===== src/rtl/gpio_mux_pkg.sv =====
package gpio_mux_pkg;

  typedef enum logic [1:0] {
    FN_GPIO = 2'b00,
    FN_PRI  = 2'b01,
    FN_ALT  = 2'b10,
    FN_RSVD = 2'b11
  } fnSel_t;

  typedef enum logic [2:0] {
    RA_LATCH  = 3'd0,
    RA_DIR    = 3'd1,
    RA_PINSET = 3'd2,
    RA_CLEAR  = 3'd3,
    RA_FUNC   = 3'd4,
    RA_SLEW   = 3'd5,
    RA_DRIVE  = 3'd6,
    RA_NONE   = 3'd7
  } regAddr_t;

  typedef struct packed {
    logic     wrLatch;
    logic     wrDir;
    logic     wrSet;
    logic     wrClr;
    logic     wrFunc;
    logic     wrSlew;
    logic     wrDrive;
    logic     rdEn;
    regAddr_t rdSel;
  } strobe_t;

endpackage


===== src/rtl/gpio_mux_ctrl.sv =====
module gpio_mux_ctrl
  import gpio_mux_pkg::*;
(
  input  logic       busSel,
  input  logic       busWr,
  input  logic [2:0] busAddr,
  output strobe_t    stb
);

  regAddr_t addrSel;
  logic     wrAct;

  assign addrSel = regAddr_t'(busAddr);
  assign wrAct   = busSel & busWr;

  always_comb begin
    stb       = '0;
    stb.rdEn  = busSel & ~busWr;
    stb.rdSel = addrSel;
    case (addrSel)
      RA_LATCH:  stb.wrLatch = wrAct;
      RA_DIR:    stb.wrDir   = wrAct;
      RA_PINSET: stb.wrSet   = wrAct;
      RA_CLEAR:  stb.wrClr   = wrAct;
      RA_FUNC:   stb.wrFunc  = wrAct;
      RA_SLEW:   stb.wrSlew  = wrAct;
      RA_DRIVE:  stb.wrDrive = wrAct;
      default:   ;
    endcase
  end

endmodule


===== src/rtl/gpio_mux_sync.sv =====
module gpio_mux_sync #(
  parameter int W = 8
) (
  input  logic         clk,
  input  logic         rstN,
  input  logic [W-1:0] din,
  output logic [W-1:0] dout
);

  logic [W-1:0] stage1;

  always_ff @(posedge clk or negedge rstN) begin
    if (!rstN) begin
      stage1 <= '0;
      dout   <= '0;
    end else begin
      stage1 <= din;
      dout   <= stage1;
    end
  end

endmodule


===== src/rtl/gpio_mux_dp.sv =====
module gpio_mux_dp
  import gpio_mux_pkg::*;
#(
  parameter int PORT_W   = 8,
  parameter int NUM_USED = 8
) (
  input  logic                  clk,
  input  logic                  rstN,
  input  strobe_t               stb,
  input  logic [2*PORT_W-1:0]   busWdata,
  output logic [2*PORT_W-1:0]   busRdata,
  input  logic [PORT_W-1:0]     padIn,
  output logic [PORT_W-1:0]     padOe,
  output logic [PORT_W-1:0]     padOut,
  output logic [PORT_W-1:0]     padSlew,
  output logic [PORT_W-1:0]     padDrive,
  input  logic [PORT_W-1:0]     priOe,
  input  logic [PORT_W-1:0]     priOut,
  output logic [PORT_W-1:0]     priIn,
  input  logic [PORT_W-1:0]     altOe,
  input  logic [PORT_W-1:0]     altOut,
  output logic [PORT_W-1:0]     altIn,
  output logic [PORT_W-1:0]     latchQ,
  output logic [2*PORT_W-1:0]   funcQ
);

  localparam int FW = 2 * PORT_W;
  localparam logic [PORT_W-1:0] USED_MASK = {PORT_W{1'b1}} >> (PORT_W - NUM_USED);
  localparam logic [FW-1:0]     FUNC_MASK = {FW{1'b1}} >> (2 * (PORT_W - NUM_USED));

  logic [PORT_W-1:0] wrByte;
  logic [PORT_W-1:0] dirQ, slewQ, driveQ;
  logic [PORT_W-1:0] pinSync, pinLevel;

  assign wrByte = busWdata[PORT_W-1:0] & USED_MASK;

  always_ff @(posedge clk or negedge rstN) begin
    if (!rstN) begin
      latchQ <= '0;
    end else if (stb.wrLatch) begin
      latchQ <= wrByte;
    end else if (stb.wrSet) begin
      latchQ <= latchQ | wrByte;
    end else if (stb.wrClr) begin
      latchQ <= latchQ & (busWdata[PORT_W-1:0] | ~USED_MASK);
    end
  end

  always_ff @(posedge clk or negedge rstN) begin
    if (!rstN) begin
      dirQ   <= '0;
      slewQ  <= '0;
      driveQ <= '0;
      funcQ  <= '0;
    end else begin
      if (stb.wrDir)   dirQ   <= wrByte;
      if (stb.wrSlew)  slewQ  <= wrByte;
      if (stb.wrDrive) driveQ <= wrByte;
      if (stb.wrFunc)  funcQ  <= busWdata & FUNC_MASK;
    end
  end

  gpio_mux_sync #(.W(PORT_W)) u_sync (
    .clk  (clk),
    .rstN (rstN),
    .din  (padIn),
    .dout (pinSync)
  );

  assign pinLevel = pinSync & USED_MASK;

  for (genvar i = 0; i < PORT_W; i++) begin : g_pin
    fnSel_t fn;
    assign fn        = fnSel_t'(funcQ[2*i +: 2]);
    assign padOe[i]  = (fn == FN_PRI) ? priOe[i]  : (fn == FN_ALT) ? altOe[i]  : dirQ[i];
    assign padOut[i] = (fn == FN_PRI) ? priOut[i] : (fn == FN_ALT) ? altOut[i] : latchQ[i];
    assign priIn[i]  = (fn == FN_PRI) & pinLevel[i];
    assign altIn[i]  = (fn == FN_ALT) & pinLevel[i];
  end

  assign padSlew  = slewQ;
  assign padDrive = driveQ;

  always_comb begin
    busRdata = '0;
    if (stb.rdEn) begin
      case (stb.rdSel)
        RA_LATCH:  busRdata = {{PORT_W{1'b0}}, latchQ};
        RA_DIR:    busRdata = {{PORT_W{1'b0}}, dirQ};
        RA_PINSET: busRdata = {{PORT_W{1'b0}}, pinLevel};
        RA_FUNC:   busRdata = funcQ;
        RA_SLEW:   busRdata = {{PORT_W{1'b0}}, slewQ};
        RA_DRIVE:  busRdata = {{PORT_W{1'b0}}, driveQ};
        default:   busRdata = '0;
      endcase
    end
  end

endmodule


===== src/rtl/gpio_mux_port.sv =====
module gpio_mux_port
  import gpio_mux_pkg::*;
#(
  parameter int PORT_W   = 8,
  parameter int NUM_USED = 8
) (
  input  logic                clk,
  input  logic                rstN,
  input  logic                busSel,
  input  logic                busWr,
  input  logic [2:0]          busAddr,
  input  logic [2*PORT_W-1:0] busWdata,
  output logic [2*PORT_W-1:0] busRdata,
  input  logic [PORT_W-1:0]   padIn,
  output logic [PORT_W-1:0]   padOe,
  output logic [PORT_W-1:0]   padOut,
  output logic [PORT_W-1:0]   padSlew,
  output logic [PORT_W-1:0]   padDrive,
  input  logic [PORT_W-1:0]   priOe,
  input  logic [PORT_W-1:0]   priOut,
  output logic [PORT_W-1:0]   priIn,
  input  logic [PORT_W-1:0]   altOe,
  input  logic [PORT_W-1:0]   altOut,
  output logic [PORT_W-1:0]   altIn
);

  strobe_t             stb;
  logic [PORT_W-1:0]   latchQ;
  logic [2*PORT_W-1:0] funcQ;

  gpio_mux_ctrl u_ctrl (
    .busSel  (busSel),
    .busWr   (busWr),
    .busAddr (busAddr),
    .stb     (stb)
  );

  gpio_mux_dp #(.PORT_W(PORT_W), .NUM_USED(NUM_USED)) u_dp (
    .clk      (clk),
    .rstN     (rstN),
    .stb      (stb),
    .busWdata (busWdata),
    .busRdata (busRdata),
    .padIn    (padIn),
    .padOe    (padOe),
    .padOut   (padOut),
    .padSlew  (padSlew),
    .padDrive (padDrive),
    .priOe    (priOe),
    .priOut   (priOut),
    .priIn    (priIn),
    .altOe    (altOe),
    .altOut   (altOut),
    .altIn    (altIn),
    .latchQ   (latchQ),
    .funcQ    (funcQ)
  );

endmodule


===== config.mk =====
export PLATFORM = sky130hd
export DESIGN_NAME = gpio_mux_port
export DESIGN_NICKNAME = d
export VERILOG_FILES = /design/src/rtl/gpio_mux_pkg.sv /design/src/rtl/gpio_mux_ctrl.sv /design/src/rtl/gpio_mux_sync.sv /design/src/rtl/gpio_mux_dp.sv /design/src/rtl/gpio_mux_port.sv
export SDC_FILE = /design/constraint.sdc
export NUM_CORES = 1
export LEC_CHECK = 0
export BUFFER_PORTS_ARGS = -buffer_cell sky130_fd_sc_hd__buf_2
export CAP_MARGIN = 40
export CORE_ASPECT_RATIO = 1.1
export CORE_MARGIN = 4
export CORE_UTILIZATION = 54
export DETAILED_ROUTE_END_ITERATION = 7
export GPL_TIMING_DRIVEN = 0
export PLACE_DENSITY = 0.95
export SYNTH_ARGS = -nofsm -noshare
export SYNTH_HDL_FRONTEND = slang
export SYNTH_HIERARCHICAL = 1
export SYNTH_SLANG_ARGS = --single-unit

===== constraint.sdc =====
create_clock -name clk -period 3.4 [get_ports clk]
set_input_delay 0.68 -clock clk [delete_from_list [all_inputs] [get_ports clk]]
set_output_delay 0.68 -clock clk [all_outputs]
set_load 0.005 [all_outputs]

==> flow_summary.toml <==
[run_status]
status = "complete, no violations"

[yosys]
seq_area_frac_synth_pct = 46.43
synth_cell_types = 30
syn-cell-area_mm2 = 0.003450
syn_nets = 365
synth_cells = 302
synth-seq-cells = 64
ys_top_cells_by_area = "dfrtp_1 46%, mux2_2 13%, mux2i_1 11%"
yosysTopAreaCellShare_pct = 46.43
synth_ff_type = "dfrtp_1"
synth_area_per_cell_um2 = 11.42
yosysTopAreaCell = "dfrtp_1"
synth_async_sr_flop_share_pct = 100.0
synth_edf_count = 0
yosysWarnings = 6

[finish]
fill_cells = 493
drive_gt1_share_pct = 44.39
ff_latch_area_mm2 = 0.001602
final_common_cell = "buf_2"
multi_input_comb_area_mm2 = 0.001734
final_nets = 504
final_cell_mix = "130 x buf_2, 64 x dfrtp_1, 40 x mux2_2"
syn2layout_area_growth_pct = 27.35
fin_util_pct = 70.93
stdcell_count = 526
antennaDiodeCount = 0

[clocking]
cts_root_buffer = "clkbuf_8"
path_clk_slew_ns = 0.07
htree_levels = 3
clock_sinks = 64
cts_tree = "yes"
clock_latency_ns = 0.32
cts_hold_buf = 0
numCtsBuffers = 9
clockBufferDepth = 2
cts_resized = 0
post-cts-setup-buffers = 0

[route]
drtAntennaViolNets = 0
drt-pass1-iter-count = 4
wirelength_um = 9318
avgRoutedWirePerCell_um = 17.71
via_per_inst = 5.730
vias = 3014
drc = 0
drt_iter0_drc = 204

[floorplan]
core_mm2 = 0.006193
die_x_um = 84.21
die_area_mm2 = 0.007732
rows = 30
pin_count = 127
start_util_pct = 55.70
die_h_um = 91.83

[sta]
post-route-period-util_pct = 82.23
drv_slew = 0
skew_ns = 0.001446
finalHoldViolCount = 0
max-slew-margin-rel_pct = 57.94
fmax_mhz = 357.7
timing.setup.tns_ns = 0
timing.hold.ws_ns = 0.2808
fin_crit_ns = 2.796
rsz0062_at_grt = "no"
finalSetupViolCount = 0
tightest_slew_ns = 0.6310

[power_and_ir_drop]
seq_power_share_pct = 45.5
swShare_pct = 32.08
p_total_uw = 2338
combPwrFrac_pct = 31.2
power.density_mw_per_mm2 = 532.3
p_sw_uw = 750.2
internal-power_uw = 1588
peakVddDrop_v = 0.0003591
pwr-share-clk_pct = 23.3
p_leak_uw = 0.002260

[global_route]
grt_pass1_vias = 3096
grt_first_pass_wirelength_um = 15120
antenna_found_initial = 0
grt_max_degree = 28
overflow = 0
grt_use_total_pct = 24.57

[hold_path]
hold_class = "primary input to async pin"

[placement]
io_buffers = 126
gp_congestion = 0.8383
dp.cells = 510
dp_hpwl_um = 6936

[worst_setup_path]
path_class = "primary input to output pin"
critPathRequiredTime_ns = 2.72
timing.rr.start = "u_dp/funcQ[2]"
cp_max_fo = 8
cp.arrival_ns = 2.12
start_kind = "primary input"
r2r_cells = 2
setup.worst_path.end_class = "output pin"
r2r-end = "u_dp/funcQ[2]"
regToRegSetupSlack_ns = 2.34

[flow_run]
cap_violations = 0
==> cell families after synthesis <==
kind of cell	synth area share (%)
AOI/OAI and AO/OA	12.33
DFF	46.43
buffers and inverters	3.301
muxes	25.32
and+or+nand+nor	12.62
==> sequential cells by signal (all words and copies together), names as in the netlist <==
signal,flops
u_dp/padSlew,8
u_dp/padDrive,8
u_dp/funcQ,16
u_dp/dirQ,8
u_dp/u_sync/dout,8
u_dp/latchQ,8
u_dp/u_sync/stage1,8
==> worst max path at each step <==
stage               start          end  cells past startpoint
2_1_floorplan  busAddr[0]  busRdata[7]                      5
3_3_place_gp   busAddr[0]  busRdata[7]                      7
3_5_place_dp   busAddr[0]  busRdata[7]                      7
4_1_cts        busAddr[0]  busRdata[7]                      7
5_1_grt             busWr  busRdata[5]                      7
6_report       busAddr[0]  busRdata[7]                      7
==> power groups by stage <==
stage / Sequential, uW / Combinational [uW] / Clock [uW]
final: 1060 / 730 / 546
after global routing: 1080 / 806 / 598
after CTS: 1060 / 733 / 558
after floorplan: 1030 / 449 / 0
after detailed placement: 1070 / 730 / 0
after global placement: 1060 / 689 / 0
==> per-stage QoR <==
step                      area [um2]  setup slack, ns
after floorplan                 3450           0.9022
after global placement          4180           0.6308
after detailed placement        4228           0.6211
after CTS                       4393           0.6162
after global routing            4393           0.5194
final                           4393           0.6040
==> critical path, stage by stage <==
cell and delay, ns:
buf_2 0.14, buf_4 0.14, buf_6 0.13, mux2_4 0.29
mux4_2 0.44, and3_1 0.18, buf_2 0.12
==> routing by layer <==
metal | GRT usage [%] | vias up | routed length (um)
met4 | 11.66 | 0 | 196
met2 | 41.45 | 138 | 4828
met5 | 0 | - | 0
li1 | - | 1375 | -
met3 | 5.121 | 21 | 739
met1 | 29.90 | 1480 | 3554
==> synthesized netlist by cell type, types with 3 or more instances <==
| library cell | count |
|---|---|
| dfrtp_1 | 64 |
| mux2_2 | 40 |
| mux2i_1 | 37 |
| nor2b_1 | 17 |
| a211oi_1 | 16 |
| a21oi_1 | 16 |
| clkbuf_1 | 16 |
| nor2_1 | 15 |
| nand2_1 | 11 |
| and3_1 | 10 |
| a22o_1 | 8 |
| o21bai_1 | 8 |
| and3b_1 | 7 |
| o21ai_0 | 7 |
| o22a_1 | 6 |
| buf_2 | 4 |
| buf_4 | 3 |
==> area by class of cell <==
class                   instances  share of cell area [%]
clock buffers                  12                   3.304
repair buffers                128                   15.44
multi-input cells             214                   39.48
clock inverters                 4                  0.4557
plain buffers                  24                   2.592
flip-flops and latches         64                   36.46
well taps                      80                   2.279
Note: power is estimated with default switching activity, not from simulation.
